--- src/rtl/spu_pkg.sv ---
package spu_pkg;
  localparam int unsigned STAT_W  = 8;
  localparam int unsigned LOCK_B  = 7;
  localparam int unsigned RGN_HI  = 3;
  localparam int unsigned RGN_LO  = 2;
  localparam int unsigned WEL_B   = 1;

  typedef enum logic [1:0] {
    RGN_NONE    = 2'b00,
    RGN_QUARTER = 2'b01,
    RGN_HALF    = 2'b10,
    RGN_ALL     = 2'b11
  } rgn_e;
endpackage

--- src/rtl/spu_wp_capture.sv ---
module spu_wp_capture (
  input  logic clk_i,
  input  logic rst_ni,
  input  logic start_i,
  input  logic wp_i,
  output logic wp_held_o
);
  always_ff @(posedge clk_i or negedge rst_ni) begin
    if (!rst_ni)      wp_held_o <= 1'b0;
    else if (start_i) wp_held_o <= wp_i;
  end
endmodule

--- src/rtl/spu_status_reg.sv ---
module spu_status_reg
  import spu_pkg::*;
(
  input  logic              clk_i,
  input  logic              rst_ni,
  input  logic              wren_i,
  input  logic              wrdi_i,
  input  logic              wrsr_i,
  input  logic [STAT_W-1:0] data_i,
  input  logic              wp_held_i,
  output logic [STAT_W-1:0] status_o
);
  logic              wel_q;
  logic [STAT_W-1:0] bits_q;
  logic              load_ok;

  // lock bit set demands captured pin high
  assign load_ok = wrsr_i && wel_q && (!bits_q[LOCK_B] || wp_held_i);

  always_ff @(posedge clk_i or negedge rst_ni) begin
    if (!rst_ni)     wel_q <= 1'b0;
    else if (wrdi_i) wel_q <= 1'b0;
    else if (wren_i) wel_q <= 1'b1;
  end

  always_ff @(posedge clk_i or negedge rst_ni) begin
    if (!rst_ni)      bits_q <= '0;
    else if (load_ok) bits_q <= data_i & ~(STAT_W'(1) << WEL_B);
  end

  always_comb begin
    status_o        = bits_q;
    status_o[WEL_B] = wel_q;
  end
endmodule

--- src/rtl/spu_region_decode.sv ---
module spu_region_decode
  import spu_pkg::*;
#(
  parameter int unsigned ADDR_W = 19
) (
  input  rgn_e              rgn_i,
  input  logic [ADDR_W-1:0] addr_i,
  output logic              protected_o
);
  localparam int unsigned TOP = ADDR_W - 1;

  logic in_half, in_quarter;

  generate
    if (ADDR_W >= 2) begin : g_wide
      assign in_half    = addr_i[TOP];
      assign in_quarter = addr_i[TOP] & addr_i[TOP-1];
    end else begin : g_narrow
      assign in_half    = addr_i[TOP];
      assign in_quarter = addr_i[TOP];
    end
  endgenerate

  always_comb begin
    unique case (rgn_i)
      RGN_NONE:    protected_o = 1'b0;
      RGN_QUARTER: protected_o = in_quarter;
      RGN_HALF:    protected_o = in_half;
      default:     protected_o = 1'b1;
    endcase
  end
endmodule

--- src/rtl/status_protect_unit.sv ---
module status_protect_unit
  import spu_pkg::*;
#(
  parameter int unsigned ADDR_W = 19
) (
  input  logic              clk_i,
  input  logic              rst_ni,
  input  logic              txn_start_i,
  input  logic              wp_i,
  input  logic              wren_i,
  input  logic              wrdi_i,
  input  logic              wrsr_i,
  input  logic [7:0]        wrsr_data_i,
  input  logic [ADDR_W-1:0] addr_i,
  output logic [7:0]        status_o,
  output logic              write_ok_o
);
  logic wp_held;
  logic in_prot;
  rgn_e rgn;

  spu_wp_capture u_wp (
    .clk_i     (clk_i),
    .rst_ni    (rst_ni),
    .start_i   (txn_start_i),
    .wp_i      (wp_i),
    .wp_held_o (wp_held)
  );

  spu_status_reg u_sr (
    .clk_i     (clk_i),
    .rst_ni    (rst_ni),
    .wren_i    (wren_i),
    .wrdi_i    (wrdi_i),
    .wrsr_i    (wrsr_i),
    .data_i    (wrsr_data_i),
    .wp_held_i (wp_held),
    .status_o  (status_o)
  );

  assign rgn = rgn_e'(status_o[RGN_HI:RGN_LO]);

  spu_region_decode #(.ADDR_W(ADDR_W)) u_rgn (
    .rgn_i       (rgn),
    .addr_i      (addr_i),
    .protected_o (in_prot)
  );

  assign write_ok_o = status_o[WEL_B] & ~in_prot;
endmodule

--- config.mk ---
export PLATFORM = sky130hd
export DESIGN_NAME = status_protect_unit
export DESIGN_NICKNAME = d
export VERILOG_FILES = /design/src/rtl/spu_pkg.sv /design/src/rtl/spu_wp_capture.sv /design/src/rtl/spu_status_reg.sv /design/src/rtl/spu_region_decode.sv /design/src/rtl/status_protect_unit.sv
export SDC_FILE = /design/constraint.sdc
export NUM_CORES = 1
export LEC_CHECK = 0
export BUFFER_PORTS_ARGS = -buffer_cell sky130_fd_sc_hd__buf_4
export CAP_MARGIN = 5
export CELL_PAD_IN_SITES_DETAIL_PLACEMENT = 1
export CELL_PAD_IN_SITES_GLOBAL_PLACEMENT = 1
export CORE_MARGIN = 3
export CORE_UTILIZATION = 22
export CTS_BUF_LIST = sky130_fd_sc_hd__clkbuf_16
export DETAILED_ROUTE_END_ITERATION = 7
export HOLD_SLACK_MARGIN = 0.12
export PLACE_DENSITY = 0.8
export SYNTH_ARGS = -nofsm -noshare
export SYNTH_HDL_FRONTEND = slang
export SYNTH_SLANG_ARGS = --single-unit
export TNS_END_PERCENT = 5
--- constraint.sdc ---
create_clock -name clk_i -period 2.6 [get_ports clk_i]
set_input_delay 0.39 -clock clk_i [delete_from_list [all_inputs] [get_ports clk_i]]
set_output_delay 0.39 -clock clk_i [all_outputs]
set_load 0.005 [all_outputs]
# Yosys cells after proc, flatten, opt, wreduce, memory -nomap -nowiden
# Index checks and enable logic that the tools add are counted.
# word_totals
register_bits	9
output_inout_bits	9
elab_cells	17
inputBits	34
# op_classes
n_reduce_logical	6
n_eq_ne	2
mux	3
bitwise	3
# op_table
operator	n
case mux 1 bit (3 select lines)	1
AND 1 bit	2
== test 2 x 1 -> 1 bit (second input constant)	1
== test 2 bit (second input constant)	1
logical AND 1 bit	2
logical NOT 2 bit	1
two-way mux 1 bit	2
nonzero test 2 bit	1
logical NOT 1 bit	1
logical OR 1 bit	1
NOT 1 bit	1

# Longest topological paths before layout
# depth
depth_word	4
mapped_depth	3
ltp_nobuf	3

# Cells and area by module
# Synthesis repeated with hierarchy kept, for this count alone.
# unflattened
cells_unflattened	28
hier_area_um2	391.6
# modules_own_cells
mod	seq_area_each_um2	area_per_inst_um2	instances	cells_per_inst
spu_status_reg	200.2	324.1	1	22
spu_wp_capture	25.0	40.0	1	2
spu_region_decode	0.0	13.8	1	3
status_protect_unit	0.0	13.8	1	1

# Worst setup path before layout
# No wires, ideal clock.
# synth_timing
path_type	register to register
from	register u_sr.wel_q
to	register u_sr.bits_q[0]
t_required_ns	2.475
t_arrival_ns	0.997
path_stages_with_launch	4
setup_time_ns	0.125
n_path_buf	0
path_slack_ns	1.478
period_less_slack_ns	1.122
cell_sequence	dfrtp_1 > nand2_2 > a21oi_4 > mux2_2
# synth_via
elab_chain_cells	2
# synth_lines
item	line	text
start, declared	spu_status_reg.sv:13	logic wel_q;
start signal, assigned	spu_status_reg.sv:21	if (!rst_ni) wel_q <= 1'b0;
start signal, assigned	spu_status_reg.sv:22	else if (wrdi_i) wel_q <= 1'b0;
start signal, assigned	spu_status_reg.sv:23	else if (wren_i) wel_q <= 1'b1;
logical AND 1 bit (2 in series)	spu_status_reg.sv:18	assign load_ok = wrsr_i && wel_q && (!bits_q[LOCK_B] || wp_held_i);
end signal, assigned	spu_status_reg.sv:28	else if (load_ok) bits_q <= data_i & ~(STAT_W'(1) << WEL_B);
end, declared	spu_status_reg.sv:14	logic [STAT_W-1:0] bits_q;
# Every way passes these cells.
# A chain may end at the register's enable or synchronous reset.

# Worst setup path after layout
# layout_timing
from	register u_sr.bits_q[2]
to	output write_ok_o
# layout_via
elab_chain_cells	4
word_cells_on_any_way	6
classes_between	eq/ne: 2; mux: 1; bitwise: 2; reduce/logical: 1
# layout_lines
item	line	text
== test 2 bit, or another cell as far along	spu_region_decode.sv:25	unique case (rgn_i)
case mux 1 bit (3 select lines) *	spu_region_decode.sv:25	
NOT 1 bit *	status_protect_unit.sv:49	assign write_ok_o = status_o[WEL_B] & ~in_prot;
AND 1 bit *	status_protect_unit.sv:49	
end, declared	status_protect_unit.sv:16	output logic write_ok_o
# Mark *: on every way between the ends. The rest lies on a longest branch, timed or not.

==> qor.yml <==
status: "finished, final reports clean"
die_area_mm2: 0.00225
routed_wl_um: 905
critPathLaunchType: "flip-flop"
overflow: 0
ys_ff_latch: 9
netlist_instances: 29
cp_num_cells: 3
drtAntennaViolNets: 0
final_cell_area_um2: 661
crit_arrival_ns: 1.09
whs_path_depth: 2
rrSetupSlack_ns: 1.36
drt-vias-per-instance: 4.56
dieWidth_um: 47.4
synthTopCellsByCount: "9 x dfrtp_1, 6 x mux2_2, 3 x nand2_1, 2 x nor2_1"
post_dp_cell_area_um2: 571
tns_ns: 0
cts_sinks: 9
switching_share_pct: 21.9
hold_viol: 0
clockBufferDepth: 2
grt_util_all_layers_pct: 9.13
cp_slowest_cell: "dfrtp_1"
synth-main-ff-cell: "dfrtp_1"
post-place-ws_ns: 1.29
drive_above_1_share_pct: 63.2
worstMarginPinSlew_ns: 0.252
crit_fanout: 4
yosysTopAreaCellShare_pct: 59.6
synth.distinct_cells: 13
setup_ws_ns: 1.12
relSlewSlack_pct: 83.1
coreArea_mm2: 0.00156
p_clk_share_pct: 45.7
finClkSkew_ns: 0.00152
ys_seq_area_share_pct: 59.6
nNetsFinal: 92
yosysMostFrequentCell: "dfrtp_1"
cp-end-kind: "output pin"
critPathKind: "flip-flop to output pin"
power_switching_mw: 0.129
routabilityCongestion: 0.628
drv_slew: 0
cp_num_buf_inv: 1
r2r_cells: 3
comb_power_share_pct: 20.8
routedWlPerCell_um: 12.4
synth_edf_count: 0
portBuffers: 24
initial_core_util_pct: 24.2
path_cells: "a21o_1 -> a21oi_1 -> buf_4"
critPathMaxStageDelay_ns: 0.40
diodes: 0
ctsResizeCount: 0
min_path_type: "primary input to flip-flop"
path_delay_family: "flip-flops"
antenna_found_initial: 0
insertion_delay_ns: 0.23
dp_hpwl_um: 737
ios: 43
maxCapViolCount: 0
rsz0062_at_grt: "no"
cts_root_buf: "clkbuf_16"
vias: 333
area_delta_synth_final_pct: 74.8
p_leak_nw: 0.322
die_y_um: 47.4
seqPwrFrac_pct: 33.6
drc: 0
cp.required_ns: 2.21
synth_area_leaders: "dfrtp_1 60%, mux2_2 18%, a21oi_4 4.3%"
grt_max_degree: 10
cts_made_buffers: 3
cts.htree.levels: 1
async_flop_share_pct: 100
first_pass_iters: 1
peakVddDrop_mv: 0.422
post_cts_buffers: 0
path_clk_slew_ns: 0.04
timing.fmax_ghz: 0.674
syn_nets: 63
grt_pass1_wl_um: 1350
drtIter0Drc: 0
finalSetupViolCount: 0
p_int_mw: 0.461
rows: 14
post_synth_instance_area_um2: 378
synth_area_leader_cell: "dfrtp_1"
fin_crit_ns: 1.48
syn_area_per_cell_um2: 13.0
cts_hold_buffers: 1
first_global_vias: 341
yosysWarnings: 0
cts_tree: "built"
powerDensity_mw_per_mm2: 893
period_share_pct: 57.0
power by group through the flow:
stage          clock network, mW  logic [mW]  registers, mW
2_1_floorplan                  0      0.0443          0.200
3_3_place_gp                   0       0.121          0.199
3_5_place_dp                   0       0.125          0.201
4_1_cts                    0.276       0.126          0.199
5_1_grt                    0.287       0.135          0.202
6_report                   0.269       0.122          0.198
cells in the final DEF (no fill, tap or decap), drive strengths merged:
cell type    netlist  final
nand2              4      4
dlygate4sd3        0      1
o21ai              1      1
inv                1      1
a21oi              2      2
a32o               1      1
dfrtp              9      9
clkbuf             0      3
clkinv             0      1
a21o               1      1
buf                1     24
nor2               2      2
nand3              1      1
mux2               6      6
routing by layer:
layer	up-vias	track usage [%]	share of wire, %
met5	-	0	0
li1	154	-	-
met4	0	4.97	0
met2	17	15.8	53
met1	162	8.56	38
met3	0	4.89	9.5
registers in the layout, summed over array words and instances, names as in the netlist:
register and count:
u_sr.bits_q 7, u_sr.wel_q 1, u_wp.wp_held_o 1
layout make-up:
cell class | instances | area (um^2)
fillers | 176 | 898
clock buffers | 3 | 75.1
well taps | 16 | 20.0
clock inverters | 1 | 5.00
multi-input cells | 18 | 141
inverters | 1 | 3.75
flip-flops and latches | 9 | 225
repair buffers | 25 | 190
path summary, 6_finish.rpt:
check	end	startpoint
max in group asynchronous	u_sr.bits_q[5]	rst_ni
setup reg to reg	u_sr.bits_q[0]	u_sr.wel_q
hold / removal	u_sr.wel_q	wrdi_i
setup / recovery	write_ok_o	u_sr.bits_q[2]
hold reg to reg	u_sr.bits_q[5]	u_sr.bits_q[5]
min in group asynchronous	u_sr.bits_q[4]	rst_ni
stage by stage:
step,power (mW),std cells,utilization [%],hold slack (ns)
2_1_floorplan,0.245,29,-,0.0944
3_3_place_gp,0.320,68,36.6,0.221
3_5_place_dp,0.326,68,36.6,0.223
4_1_cts,0.601,73,42.4,0.306
5_1_grt,0.624,73,42.4,0.304
6_report,0.590,73,42.4,0.307
worst register-to-register path, delay by kind of cell, from the launching register on:
kind | cells | cell delay [ns]
compound gates | 1 | 0.24
mux | 1 | 0.37
simple gates | 1 | 0.09
flops | 1 | 0.43
logic make-up (layout without fill, tap and decap cells):
group                  after synthesis  after routing  synth area share (%)
buffers and inverters                2             30                  2.98
multiplexers                         6              6                  17.9
AND/OR/NAND/NOR                      7              7                  7.95
flip-flops                           9              9                  59.6
AO/OA/AOI/OAI                        5              5                  11.6
(Power assumes the default switching activity.)
